$ cat src/rtl/acr_pkg.sv
package acr_pkg;
  localparam int unsigned WORD_W   = 32;
  localparam int unsigned STRB_W   = WORD_W / 8;
  localparam int unsigned NUM_ARGS = 5;

  // Word indexes (byte offset / 4) of the mapped registers
  localparam int unsigned IDX_CTRL = 0;

  typedef struct packed {
    logic idle;
    logic done;
    logic start;
  } ctrl_bits_t;

  // Word index of argument slot k: count, A low, A high, B low, B high
  function automatic int unsigned arg_index(input int unsigned k);
    case (k)
      0:       return 4;
      1:       return 6;
      2:       return 7;
      3:       return 9;
      default: return 10;
    endcase
  endfunction

  function automatic logic [WORD_W-1:0] merge_bytes(input logic [WORD_W-1:0] old_v,
                                                    input logic [WORD_W-1:0] new_v,
                                                    input logic [STRB_W-1:0] strb);
    logic [WORD_W-1:0] r;
    r = old_v;
    for (int b = 0; b < int'(STRB_W); b++) begin
      if (strb[b]) r[b*8 +: 8] = new_v[b*8 +: 8];
    end
    return r;
  endfunction
endpackage

$ cat src/rtl/acr_wr_chan.sv
module acr_wr_chan
  import acr_pkg::*;
#(
  parameter int unsigned ADDR_W = 8
) (
  input  logic              clk,
  input  logic              rst,
  input  logic              awvalid,
  output logic              awready,
  input  logic [ADDR_W-1:0] awaddr,
  input  logic              wvalid,
  output logic              wready,
  input  logic [WORD_W-1:0] wdata,
  input  logic [STRB_W-1:0] wstrb,
  output logic              bvalid,
  input  logic              bready,
  output logic [1:0]        bresp,
  output logic              wr_en,
  output logic [ADDR_W-1:0] wr_addr,
  output logic [WORD_W-1:0] wr_data,
  output logic [STRB_W-1:0] wr_strb
);
  logic              aw_held, w_held, bvalid_q;
  logic [ADDR_W-1:0] aw_q;
  logic [WORD_W-1:0] d_q;
  logic [STRB_W-1:0] s_q;

  assign awready = ~aw_held;
  assign wready  = ~w_held;
  assign bvalid  = bvalid_q;
  assign bresp   = 2'b00;
  assign wr_en   = aw_held & w_held & ~bvalid_q;
  assign wr_addr = aw_q;
  assign wr_data = d_q;
  assign wr_strb = s_q;

  always_ff @(posedge clk) begin
    if (rst) begin
      aw_held  <= 1'b0;
      w_held   <= 1'b0;
      bvalid_q <= 1'b0;
      aw_q     <= '0;
      d_q      <= '0;
      s_q      <= '0;
    end else begin
      if (awvalid && !aw_held) begin
        aw_held <= 1'b1;
        aw_q    <= awaddr;
      end
      if (wvalid && !w_held) begin
        w_held <= 1'b1;
        d_q    <= wdata;
        s_q    <= wstrb;
      end
      if (wr_en) begin
        aw_held  <= 1'b0;
        w_held   <= 1'b0;
        bvalid_q <= 1'b1;
      end else if (bvalid_q && bready) begin
        bvalid_q <= 1'b0;
      end
    end
  end

  AST_B_HOLD: assert property (@(posedge clk) disable iff (rst)
    (bvalid && !bready) |=> bvalid);
  AST_AW_KEPT: assert property (@(posedge clk) disable iff (rst)
    (aw_held && !wr_en) |=> (aw_held && $stable(aw_q)));
endmodule

$ cat src/rtl/acr_rd_chan.sv
module acr_rd_chan
  import acr_pkg::*;
#(
  parameter int unsigned ADDR_W = 8
) (
  input  logic              clk,
  input  logic              rst,
  input  logic              arvalid,
  output logic              arready,
  input  logic [ADDR_W-1:0] araddr,
  output logic              rvalid,
  input  logic              rready,
  output logic [WORD_W-1:0] rdata,
  output logic [1:0]        rresp,
  output logic [ADDR_W-1:0] rd_addr,
  output logic              rd_fire,
  input  logic [WORD_W-1:0] rd_word
);
  logic              rvalid_q;
  logic [WORD_W-1:0] rdata_q;

  assign arready = ~rvalid_q;
  assign rd_fire = arvalid & ~rvalid_q;
  assign rd_addr = araddr;
  assign rvalid  = rvalid_q;
  assign rdata   = rdata_q;
  assign rresp   = 2'b00;

  always_ff @(posedge clk) begin
    if (rst) begin
      rvalid_q <= 1'b0;
      rdata_q  <= '0;
    end else if (rd_fire) begin
      rvalid_q <= 1'b1;
      rdata_q  <= rd_word;
    end else if (rvalid_q && rready) begin
      rvalid_q <= 1'b0;
    end
  end

  AST_R_HOLD: assert property (@(posedge clk) disable iff (rst)
    (rvalid && !rready) |=> (rvalid && $stable(rdata)));
endmodule

$ cat src/rtl/acr_arg_reg.sv
module acr_arg_reg
  import acr_pkg::*;
(
  input  logic              clk,
  input  logic              rst,
  input  logic              we,
  input  logic [WORD_W-1:0] wdata,
  input  logic [STRB_W-1:0] wstrb,
  output logic [WORD_W-1:0] q
);
  always_ff @(posedge clk) begin
    if (rst)     q <= '0;
    else if (we) q <= merge_bytes(q, wdata, wstrb);
  end

  AST_ARG_HOLD: assert property (@(posedge clk) disable iff (rst)
    !we |=> $stable(q));
endmodule

$ cat src/rtl/acr_ctrl_core.sv
module acr_ctrl_core
  import acr_pkg::*;
(
  input  logic       clk,
  input  logic       rst,
  input  logic       wr_ctrl,
  input  logic       wr_start_bit,
  input  logic       rd_clear,
  input  logic       engine_done,
  output ctrl_bits_t state,
  output logic       launch
);
  ctrl_bits_t st_q;
  logic       launch_q;

  assign state  = st_q;
  assign launch = launch_q;

  always_ff @(posedge clk) begin
    if (rst) begin
      st_q     <= '{idle: 1'b1, done: 1'b0, start: 1'b0};
      launch_q <= 1'b0;
    end else begin
      launch_q <= 1'b0;
      if (rd_clear) st_q.done <= 1'b0;
      if (st_q.idle) begin
        if (wr_ctrl && wr_start_bit) begin
          st_q.start <= 1'b1;
          st_q.idle  <= 1'b0;
          launch_q   <= 1'b1;
        end
      end else if (engine_done) begin
        st_q.start <= 1'b0;
        st_q.idle  <= 1'b1;
        st_q.done  <= 1'b1;
      end
    end
  end

  AST_LAUNCH_ONE: assert property (@(posedge clk) disable iff (rst)
    launch |=> !launch);
  AST_LAUNCH_FROM_IDLE: assert property (@(posedge clk) disable iff (rst)
    launch |-> ($past(st_q.idle) && st_q.start && !st_q.idle));
  AST_START_HELD: assert property (@(posedge clk) disable iff (rst)
    (st_q.start && !engine_done) |=> st_q.start);
  AST_IDLE_WITH_DONE: assert property (@(posedge clk) disable iff (rst)
    $rose(st_q.idle) |-> (st_q.done && !st_q.start));
  AST_DONE_KEPT: assert property (@(posedge clk) disable iff (rst)
    (st_q.done && !rd_clear) |=> st_q.done);
endmodule

$ cat src/rtl/acc_ctrl_regs.sv
module acc_ctrl_regs
  import acr_pkg::*;
#(
  parameter int unsigned ADDR_W = 8
) (
  input  logic              clk,
  input  logic              rst,
  input  logic              s_awvalid,
  output logic              s_awready,
  input  logic [ADDR_W-1:0] s_awaddr,
  input  logic              s_wvalid,
  output logic              s_wready,
  input  logic [31:0]       s_wdata,
  input  logic [3:0]        s_wstrb,
  output logic              s_bvalid,
  input  logic              s_bready,
  output logic [1:0]        s_bresp,
  input  logic              s_arvalid,
  output logic              s_arready,
  input  logic [ADDR_W-1:0] s_araddr,
  output logic              s_rvalid,
  input  logic              s_rready,
  output logic [31:0]       s_rdata,
  output logic [1:0]        s_rresp,
  output logic              launch_o,
  input  logic              engine_done_i,
  output logic [31:0]       elem_count_o,
  output logic [63:0]       base_a_o,
  output logic [63:0]       base_b_o
);
  localparam int unsigned IDX_W = ADDR_W - 2;

  logic              wr_en, rd_fire;
  logic [ADDR_W-1:0] wr_addr, rd_addr;
  logic [WORD_W-1:0] wr_data, rd_word;
  logic [STRB_W-1:0] wr_strb;
  logic [IDX_W-1:0]  wr_idx, rd_idx;
  logic              wr_align, rd_align, rd_mapped;
  logic [WORD_W-1:0] arg_q [NUM_ARGS];
  ctrl_bits_t        cstate;

  assign wr_idx   = wr_addr[ADDR_W-1:2];
  assign rd_idx   = rd_addr[ADDR_W-1:2];
  assign wr_align = (wr_addr[1:0] == 2'b00);
  assign rd_align = (rd_addr[1:0] == 2'b00);

  acr_wr_chan #(.ADDR_W(ADDR_W)) u_wr (
    .clk(clk), .rst(rst),
    .awvalid(s_awvalid), .awready(s_awready), .awaddr(s_awaddr),
    .wvalid(s_wvalid), .wready(s_wready), .wdata(s_wdata), .wstrb(s_wstrb),
    .bvalid(s_bvalid), .bready(s_bready), .bresp(s_bresp),
    .wr_en(wr_en), .wr_addr(wr_addr), .wr_data(wr_data), .wr_strb(wr_strb)
  );

  acr_rd_chan #(.ADDR_W(ADDR_W)) u_rd (
    .clk(clk), .rst(rst),
    .arvalid(s_arvalid), .arready(s_arready), .araddr(s_araddr),
    .rvalid(s_rvalid), .rready(s_rready), .rdata(s_rdata), .rresp(s_rresp),
    .rd_addr(rd_addr), .rd_fire(rd_fire), .rd_word(rd_word)
  );

  for (genvar k = 0; k < int'(NUM_ARGS); k++) begin : g_arg
    logic we_k;
    assign we_k = wr_en && wr_align && (32'(wr_idx) == arg_index(k));
    acr_arg_reg u_arg (
      .clk(clk), .rst(rst), .we(we_k),
      .wdata(wr_data), .wstrb(wr_strb), .q(arg_q[k])
    );
  end

  acr_ctrl_core u_core (
    .clk(clk), .rst(rst),
    .wr_ctrl(wr_en && wr_align && (32'(wr_idx) == IDX_CTRL) && wr_strb[0]),
    .wr_start_bit(wr_data[0]),
    .rd_clear(rd_fire && rd_align && (32'(rd_idx) == IDX_CTRL)),
    .engine_done(engine_done_i),
    .state(cstate),
    .launch(launch_o)
  );

  always_comb begin
    rd_word   = '0;
    rd_mapped = 1'b0;
    if (rd_align) begin
      if (32'(rd_idx) == IDX_CTRL) begin
        rd_word   = {{(WORD_W-3){1'b0}}, cstate};
        rd_mapped = 1'b1;
      end
      for (int unsigned k = 0; k < NUM_ARGS; k++) begin
        if (32'(rd_idx) == arg_index(k)) begin
          rd_word   = arg_q[k];
          rd_mapped = 1'b1;
        end
      end
    end
  end

  assign elem_count_o = arg_q[0];
  assign base_a_o     = {arg_q[2], arg_q[1]};
  assign base_b_o     = {arg_q[4], arg_q[3]};

  AST_UNMAPPED_ZERO: assert property (@(posedge clk) disable iff (rst)
    (rd_fire && !rd_mapped) |=> (s_rvalid && s_rdata == '0));
  AST_OKAY_RESP: assert property (@(posedge clk) disable iff (rst)
    (s_bvalid || s_rvalid) |-> (s_bresp == 2'b00 && s_rresp == 2'b00));
endmodule

$ cat config.mk
export PLATFORM = sky130hd
export DESIGN_NAME = acc_ctrl_regs
export DESIGN_NICKNAME = d
export VERILOG_FILES = /design/src/rtl/acr_pkg.sv /design/src/rtl/acr_wr_chan.sv /design/src/rtl/acr_rd_chan.sv /design/src/rtl/acr_arg_reg.sv /design/src/rtl/acr_ctrl_core.sv /design/src/rtl/acc_ctrl_regs.sv
export SDC_FILE = /design/constraint.sdc
export NUM_CORES = 1
export LEC_CHECK = 0
export ABC_CLOCK_PERIOD_IN_PS = 5040
export BUFFER_PORTS_ARGS = -buffer_cell sky130_fd_sc_hd__buf_2
export CAP_MARGIN = 0
export CORE_ASPECT_RATIO = 0.7
export CORE_MARGIN = 4
export CORE_UTILIZATION = 25
export CTS_CLUSTER_SIZE = 8
export DETAILED_ROUTE_END_ITERATION = 10
export PLACE_DENSITY_LB_ADDON = 0.05
export RECOVER_POWER = 25
export SETUP_SLACK_MARGIN = 0.1
export SLEW_MARGIN = 30
export SYNTH_ARGS = -nofsm -noshare
export SYNTH_HDL_FRONTEND = slang
export SYNTH_SLANG_ARGS = --single-unit
$ cat constraint.sdc
create_clock -name clk -period 5.04 [get_ports clk]
set_clock_uncertainty 0.05 [all_clocks]
set_input_delay 0.504 -clock clk [delete_from_list [all_inputs] [get_ports clk]]
set_output_delay 0.504 -clock clk [all_outputs]
set_load 0.03 [all_outputs]
# After elaboration in Yosys (flattened, before gate mapping)
# Cells that the tools add are included.
[word_totals]
reg_bits = 244
input_bits = 60
output_inout_bits = 202
elab_cells = 122
[classes]
n_eq_ne = 11
mux = 24
bitwise = 8
n_reduce_logical = 47
[op_table]
columns = ["operator", "n"]
rows = [
  ["$mux W32", 11],
  ["$eq A6 B32 Y1", 5],
  ["$reduce_and A2 Y1", 21],
  ["$eq A6 B3 Y1 const B", 3],
  ["$logic_and A1 B1 Y1", 15],
  ["$eq A6 B4 Y1 const B", 2],
  ["$logic_not A6 Y1", 2],
  ["$mux W1", 11],
  ["$mux W3", 2],
  ["$reduce_bool A2 Y1", 3],
  ["$not A1 Y1", 5],
  ["$logic_not A2 Y1", 2],
  ["$reduce_or A2 Y1", 2],
  ["$and A1 B1 Y1", 3],
  ["$logic_not A1 Y1", 2],
  ["$ne A2 B2 Y1 const B", 1],
]

# Depth between registers and ports, before layout
# Gate-level depths: netlist (run 1).
[depth]
depth_word = 9
ltp_mapped = 7
ltp_nobuf = 4

# Cells and area by module
# Synthesis (run 1) repeated with hierarchy kept, for this count alone.
[hier_totals]
hier_cells = 1344
area_unflattened_um2 = 13465.4
[modules_own_cells]
columns = ["mod", "instances", "cells_each", "area_per_inst_um2", "seq_area_each_um2"]
rows = [
  ["acr_arg_reg", 5, 146, 1559.0, 640.6],
  ["acr_wr_chan", 1, 216, 2155.8, 940.9],
  ["acc_ctrl_regs", 1, 226, 1699.1, 0.0],
  ["acr_rd_chan", 1, 160, 1664.1, 660.6],
  ["acr_ctrl_core", 1, 12, 151.4, 80.1],
]

# Least setup slack after synthesis (run 1)
# No wires, ideal clock.
[synth_path]
path_type = "input port to flip-flop"
start = "input port s_araddr[3]"
end = "register u_rd.rdata_q[10] (netlist: u_rd.rdata[10])"
setup_time_ps = 150
arrival_time_ps = 1969
required_time_ps = 4840
path_slack_ps = 2871
cell_stages = 5
n_path_buf = 2
path_cell_list = "clkbuf_1 clkbuf_1 mux2_2 a221oi_1 a221oi_2"
[synth_between]
elab_chain_cells = 7
word_cells_on_any_way = 11
classes_between = "eq/ne (5); mux (6)"
[synth_lines]
columns = ["element", "line", "text"]
rows = [
  ["from (decl)", "acc_ctrl_regs.sv:20", "input logic [ADDR_W-1:0] s_araddr,"],
  ["$eq A6 B32 Y1", "acc_ctrl_regs.sv:90", "if (32'(rd_idx) == arg_index(k)) begin"],
  ["$mux W32 (4 in series)", "acc_ctrl_regs.sv:90", ""],
  ["$mux W32 *", "acc_ctrl_regs.sv:90", ""],
  ["$mux W32 *", "acc_ctrl_regs.sv:84", "if (rd_align) begin"],
  ["to (signal assigned)", "acr_rd_chan.sv:35", "rdata_q <= rd_word;"],
  ["to (decl)", "acr_rd_chan.sv:20", "logic [WORD_W-1:0] rdata_q;"],
]
# Every way passes the cells marked *; elsewhere a longest branch is shown, timed or not.
# A chain may end at the register's enable or synchronous reset.

# Worst setup path after layout (run 1)
[layout_path]
start = "input port rst"
end = "register u_rd.rdata_q[15] (netlist: u_rd.rdata[15])"
[layout_lines]
columns = ["element", "line", "text"]
rows = [
  ["from (decl)", "acc_ctrl_regs.sv:7", "input logic rst,"],
]
# No word-level cell between the ends.

==> results of run 1 <==
==> stage by stage <==
step           setup WS, ns  power (uW)  instances  utilization
2_1_floorplan          2.87        2170       1231            -
3_3_place_gp           1.80        2290       1931        0.295
3_5_place_dp           1.99        2290       1935        0.297
4_1_cts                2.26        4580       1975        0.321
5_1_grt                1.32        4660       1975        0.318
6_report               1.59        4510       1975        0.318
==> cell usage in the layout (no fill, tap or decap), drive strengths merged, types with 4 or more instances in the layout <==
cell / count
dfxtp: 244
a221oi: 61
nor2: 41
o21ai: 157
buf: 193
a21oi: 177
and3b: 4
nand2b: 5
nand2: 132
conb: 4
and2: 4
nor3: 10
inv: 9
mux2i: 32
mux2: 29
clkbuf: 124
nand3: 133
nand4: 6
a21boi: 29
nor2b: 6
==> final cells by class <==
class	instances	area share
inverter	9	0.00257
clock inverter	2	0.00352
sequential	244	0.372
tap	544	0.0518
timing repair buffer	279	0.106
clock buffer	38	0.0724
multi-input combinational	859	0.391
==> worst max-delay path by stage <==
stage                         start                   end  slack, ns  cells after the start
finish                          rst        u_rd.rdata[15]       1.59                      3
global placement        s_araddr[4]        u_rd.rdata[23]       1.80                      6
detailed placement      s_araddr[3]        u_rd.rdata[25]       1.99                      6
global route                    rst        u_rd.rdata[15]       1.32                      3
floorplan               s_araddr[3]        u_rd.rdata[10]       2.87                      5
CTS                 u_wr.wr_addr[7]  g_arg[1].u_arg.q[18]       2.26                      5
==> power breakdown <==
part	switching, uW	internal [uW]
sequential	53.1	1960
clock	884	1370
combinational	178	63.0
total	1110	3390
==> kinds of logic (layout without fill, tap and decap cells) <==
| group | after synthesis | in the layout | share of synthesized area |
|---|---|---|---|
| muxes | 61 | 61 | 0.0615 |
| AOI/OAI and AO/OA | 437 | 437 | 0.257 |
| other | 1 | 4 | 0.000357 |
| DFF | 244 | 244 | 0.465 |
| and+or+nand+nor | 357 | 357 | 0.164 |
| buffers and inverters | 128 | 328 | 0.0527 |
==> sequential cells by signal, indices dropped and copies added, names as in the netlist, 3 cells and up <==
signal and cells:
u_rd.rdata 32, u_wr.wr_data 32, g_arg.u_arg.q 160, u_core.state 3, u_wr.wr_addr 8, u_wr.wr_strb 4
==> synth_stat cells (all sizes together), types with 2 or more instances <==
master	number
a21boi	29
a21o	3
a21oi	177
a221oi	61
a31oi	2
and2	4
and3b	4
buf	29
clkbuf	90
dfxtp	244
inv	9
mux2	29
mux2i	32
nand2	132
nand2b	5
nand3	133
nand4	6
nor2	41
nor2b	6
nor3	10
nor4b	3
o21ai	157
o31ai	2
or2	2
or4b	2
==> critical path: cells and delay by family <==
family                 cells  cell delay, ns
AOI/OAI and AO/OA          1            0.11
buffers and inverters      2            3.05
==> per-layer routing <==
| layer | vias to the layer above | GRT usage | wire length (um) |
|---|---|---|---|
| met3 | 53 | 0.0379 | 2650 |
| li1 | 4833 | - | - |
| met1 | 5138 | 0.303 | 23700 |
| met4 | 0 | 0.0404 | 718 |
| met2 | 323 | 0.322 | 21700 |
| met5 | - | 0 | 0 |
==> results.yml, run 1 <==
cells_and_area:
  nFillCells: 4426
  final_area_um2: 13100
  antenna_cells: 0
  nets: 1489
  multi_input_area_um2: 5140
  drive_gt1_frac: 0.218
  syn2layout_area_growth_pct: 24.9
  ff_latch_area_um2: 4880
setup_path:
  r2r-end: "u_rd.rdata[25]"
  r2r-start: "u_rd.rvalid"
  reg2reg_setup_slack_ns: 1.66
  crit_chain: "clkbuf_2 -> clkbuf_2 -> a221oi_1"
  crit_path_end_kind: "register"
  required_ns: 5.33
  rr_worst_depth: 5
  crit_top_cell: "clkbuf_2"
  cp_slowest_stage_delay_ns: 1.94
  start_kind: "primary input"
  worst-path-max-fanout: 116
  critical_path_class: "primary input to register"
  slowest_stage: "clkbuf_2"
  cp.arrival_ns: 3.74
global_route:
  grt_overflow_total: 0
  grt_max_degree: 117
  grt_first_pass_wirelength_um: 72200
  antenna_found_initial: 0
  grt_use_total: 0.207
  grt_pass1_vias: 10239
floorplanning:
  die_w_um: 253
  ios: 262
  core-area_um2: 41300
  die-area_um2: 45500
  num_rows: 62
  initial_core_util: 0.255
  die_y_um: 180
pwr:
  power.density_nw_per_um2: 343
  power.leakage_uw: 0.00487
  peakVddDrop_uv: 196
sta:
  hold_viol: 0
  relSlewSlack: -0.864
  period_needed_ns: 3.45
  fmax_mhz: 290
  setup_viol: 0
  finalCritPeriodShare: 0.685
  rsz0062_at_grt: "no"
  whs_ns: 0.170
  worstMarginPinSlew_ns: 2.80
  finalSetupTns_ns: 0
  finalMaxSlewViolations: 190
min_path:
  hold_class: "primary input to register"
  min_to: "u_wr.wr_data[27]"
  min-delay-start: "s_wdata[27]"
  worstHoldPathCells: 3
synth:
  synthDistinctLibCells: 53
  syn-instance-count: 1228
  ys_ff_latch: 244
  yosysTopAreaCellShare: 0.465
  synthesis.area_um2: 10500
  synth_area_leaders: "dfxtp_1, a21oi_1, o21ai_0"
  synth_warnings: 0
  synth_enable_flop_cells: 0
  synth_largest_area_cell: "dfxtp_1"
  avgSynthCellArea_um2: 8.56
  synth_flop_cell: "dfxtp_1"
  synth_seq_area_share: 0.465
  synthArstFlopShare: 0
detailed_routing:
  wl_um: 48800
  wl_per_cell_um: 24.7
  vias: 10347
  drtIter0Drc: 740
  post_drt_via_cell_ratio: 5.24
  ant_nets: 0
  dr.pass1.iters: 5
  drc: 0
clocking:
  clock-root-buffer: "clkbuf_16"
  holdBufCountCts: 0
  cts_resized: 0
  clockBufferDepth: 3
  cts_tree: "yes"
  cts.clk_slew.worst_paths_ns: 0.05
  htree_num_levels: 2
  cts.sinks: 244
  clock_latency_ns: 0.52
  numCtsBuffers: 36
  postCtsSetupBuffers: 0
run_status:
  violations: "max-capacitance violations, max-slew violations"
  status: "complete, but fails checks"
placement:
  dp_hpwl_um: 32400
  dpl-instance-area_um2: 12300
  portBuffers: 257
  place_congestion: 0.773
flow_run:
  drv_cap: 3
(Power assumes the default switching activity.)
==> run 2, diff against run 1 <==
--- a/config.mk
+++ b/config.mk
@@ -5,7 +5,7 @@
 export SDC_FILE = /design/constraint.sdc
 export NUM_CORES = 1
 export LEC_CHECK = 0
-export ABC_CLOCK_PERIOD_IN_PS = 5040
+export ABC_CLOCK_PERIOD_IN_PS = 3100
 export BUFFER_PORTS_ARGS = -buffer_cell sky130_fd_sc_hd__buf_2
 export CAP_MARGIN = 0
 export CORE_ASPECT_RATIO = 0.7
==> constraint.sdc (replaced) <==
create_clock -name clk -period 3.1 [get_ports clk]
set_clock_uncertainty 0.05 [all_clocks]
set_input_delay 0.31 -clock clk [delete_from_list [all_inputs] [get_ports clk]]
set_output_delay 0.31 -clock clk [all_outputs]
set_load 0.03 [all_outputs]
==> run 2 against run 1 <==
Net effect: the run now ends clean; clock power is 54% higher; sequential share of layout area is 1.3 points lower; worst hold slack worse by 0.15 ns; power is 60% higher; register-to-register slack worse by 0.80 ns; count of clock-buffer cells in the layout is 1 lower; wire length is 0.94% higher; first-iteration DRC count is 12% higher; die area stayed put; via count is 1.1% higher; largest cell class unchanged; largest power group unchanged.
==> results.yml, run 2 (same netlist as run 1, synthesis figures left out) <==
run_status:
  status: "completed"
floorplanning:
  core-area_um2: 41300
  die-area_um2: 45500
  initial_core_util: 0.255
  die_y_um: 180
  num_rows: 62
  die_w_um: 253
  ios: 262
setup_path:
  reg2reg_setup_slack_ns: 0.86
  cp.arrival_ns: 2.64
  required_ns: 3.49
  cp_top_family: "simple AND/OR/NAND/NOR gates"
  critical_path_class: "register to register"
  crit_path_end_kind: "register"
  r2r-start: "u_wr.wr_addr[7]"
  crit_chain: "or4_1 -> nor4b_4 -> buf_4 -> nand3_1 -> a21oi_1"
  cp_slowest_stage_delay_ns: 0.72
  worst-path-max-fanout: 24
  rr_worst_depth: 5
  slowest_stage: "or4_1"
  r2r-end: "g_arg[4].u_arg.q[9]"
  start_kind: "register"
  crit_buf_inv: 1
cells_and_area:
  nets: 1546
  final_common_cell: "dfxtp_1"
  largest_register_ffs: 160
  regMostFlops: "g_arg.u_arg.q"
  final_cell_mix: "dfxtp_1, a21oi_1, buf_2"
  final_area_um2: 13600
  antenna_cells: 0
  fin_util: 0.330
  drive_gt1_frac: 0.212
  stdcell_count: 2032
  syn2layout_area_growth_pct: 29.5
clocking:
  cts_tree: "yes"
  clockBufferDepth: 3
  cts_resized: 0
  cts.sinks: 244
  clock-root-buffer: "clkbuf_16"
  cts.clk_slew.worst_paths_ns: 0.05
  holdBufCountCts: 36
  clock_latency_ns: 0.52
  postCtsSetupBuffers: 0
  numCtsBuffers: 36
  htree_num_levels: 2
detailed_routing:
  dr.pass1.iters: 5
  post_drt_via_cell_ratio: 5.15
  drc: 0
  vias: 10458
  wl_per_cell_um: 24.2
  ant_nets: 0
  wl_um: 49200
  drtIter0Drc: 826
pwr:
  combPwrFrac: 0.063
  peakVddDrop_uv: 273
  power.leakage_uw: 0.00504
  power.density_nw_per_um2: 528
  p_seq_frac: 0.453
  power.switching_uw: 1810
  switching_share: 0.252
  p_clk_frac: 0.484
  intPower_uw: 5380
sta:
  relSlewSlack: 0.401
  finalSetupTns_ns: 0
  finalCritPeriodShare: 0.724
  setup_viol: 0
  rsz0062_at_grt: "no"
  hold_viol: 0
  fmax_mhz: 446
  worstMarginPinSlew_ns: 0.897
  period_needed_ns: 2.24
  layout_setup_ws_ns: 0.857
  finalMaxSlewViolations: 0
global_route:
  grt_first_pass_wirelength_um: 72500
  antenna_found_initial: 0
  grt_max_degree: 73
  grt_pass1_vias: 10492
  grt_overflow_total: 0
  grt_use_total: 0.209
placement:
  dp_cells: 1956
  dp_hpwl_um: 32700
  dpl-instance-area_um2: 12400
  pre_cts_slack_ns: 0.727
  portBuffers: 257
  place_congestion: 0.743
min_path:
  worstHoldPathCells: 3
  hold_class: "primary input to register"
  min_to: "u_rd.rvalid"
  min-delay-start: "s_rready"
flow_run:
  drv_cap: 0
==> run 2: worst reg2reg max path, stage by stage, from the launching register on <==
cell	delay, ns
dfxtp_1	0.33
or4_1	0.72
nor4b_4	0.34
buf_4	0.42
nand3_1	0.16
a21oi_1	0.14
==> run 2: power by group through the flow <==
stage | logic (uW) | clock network (uW) | registers, uW
global route | 494 | 3700 | 3260
CTS | 462 | 3600 | 3250
floorplan | 240 | 0 | 3280
finish | 456 | 3480 | 3260
detailed placement | 425 | 0 | 3320
global placement | 424 | 0 | 3320
==> run 2: worst max path at each step <==
| stage | cells after the start | endpoint | startpoint | slack (ns) |
|---|---|---|---|---|
| after floorplan | 5 | u_rd.rdata[10] | s_araddr[3] | 1.12 |
| after global placement | 6 | u_rd.rdata[8] | s_araddr[4] | 0.79 |
| after detailed placement | 6 | u_rd.rdata[28] | s_araddr[4] | 0.73 |
| after CTS | 5 | g_arg[4].u_arg.q[9] | u_wr.wr_addr[7] | 0.86 |
| after global routing | 4 | g_arg[4].u_arg.q[28] | u_wr.w_held | 0.73 |
| final | 5 | g_arg[4].u_arg.q[9] | u_wr.wr_addr[7] | 0.86 |
==> run 2: layer usage <==
layer | up-vias | GRT usage | share of wire
met5 | - | 0 | 0
met4 | 0 | 0.0384 | 0.015
met3 | 47 | 0.0350 | 0.048
met2 | 293 | 0.328 | 0.45
met1 | 5180 | 0.306 | 0.49
li1 | 4938 | - | -
==> run 2: layout make-up <==
type                            instances  area, um2
Multi-Input combinational cell        859       5140
Inverter                                9       33.8
Clock buffer                           37        905
Clock inverter                          3       30.0
Fill cell                            4470      27600
Tap cell                              544        681
Timing Repair Buffer                  336       1940
Sequential cell                       244       4880
==> run 2: through the flow <==
stage | hold WS (ns) | power, uW
after floorplan | 0.382 | 3520
after global placement | 0.397 | 3740
after detailed placement | 0.404 | 3740
after CTS | 0.000335 | 7310
after global routing | 0.0207 | 7450
final | 0.0159 | 7190
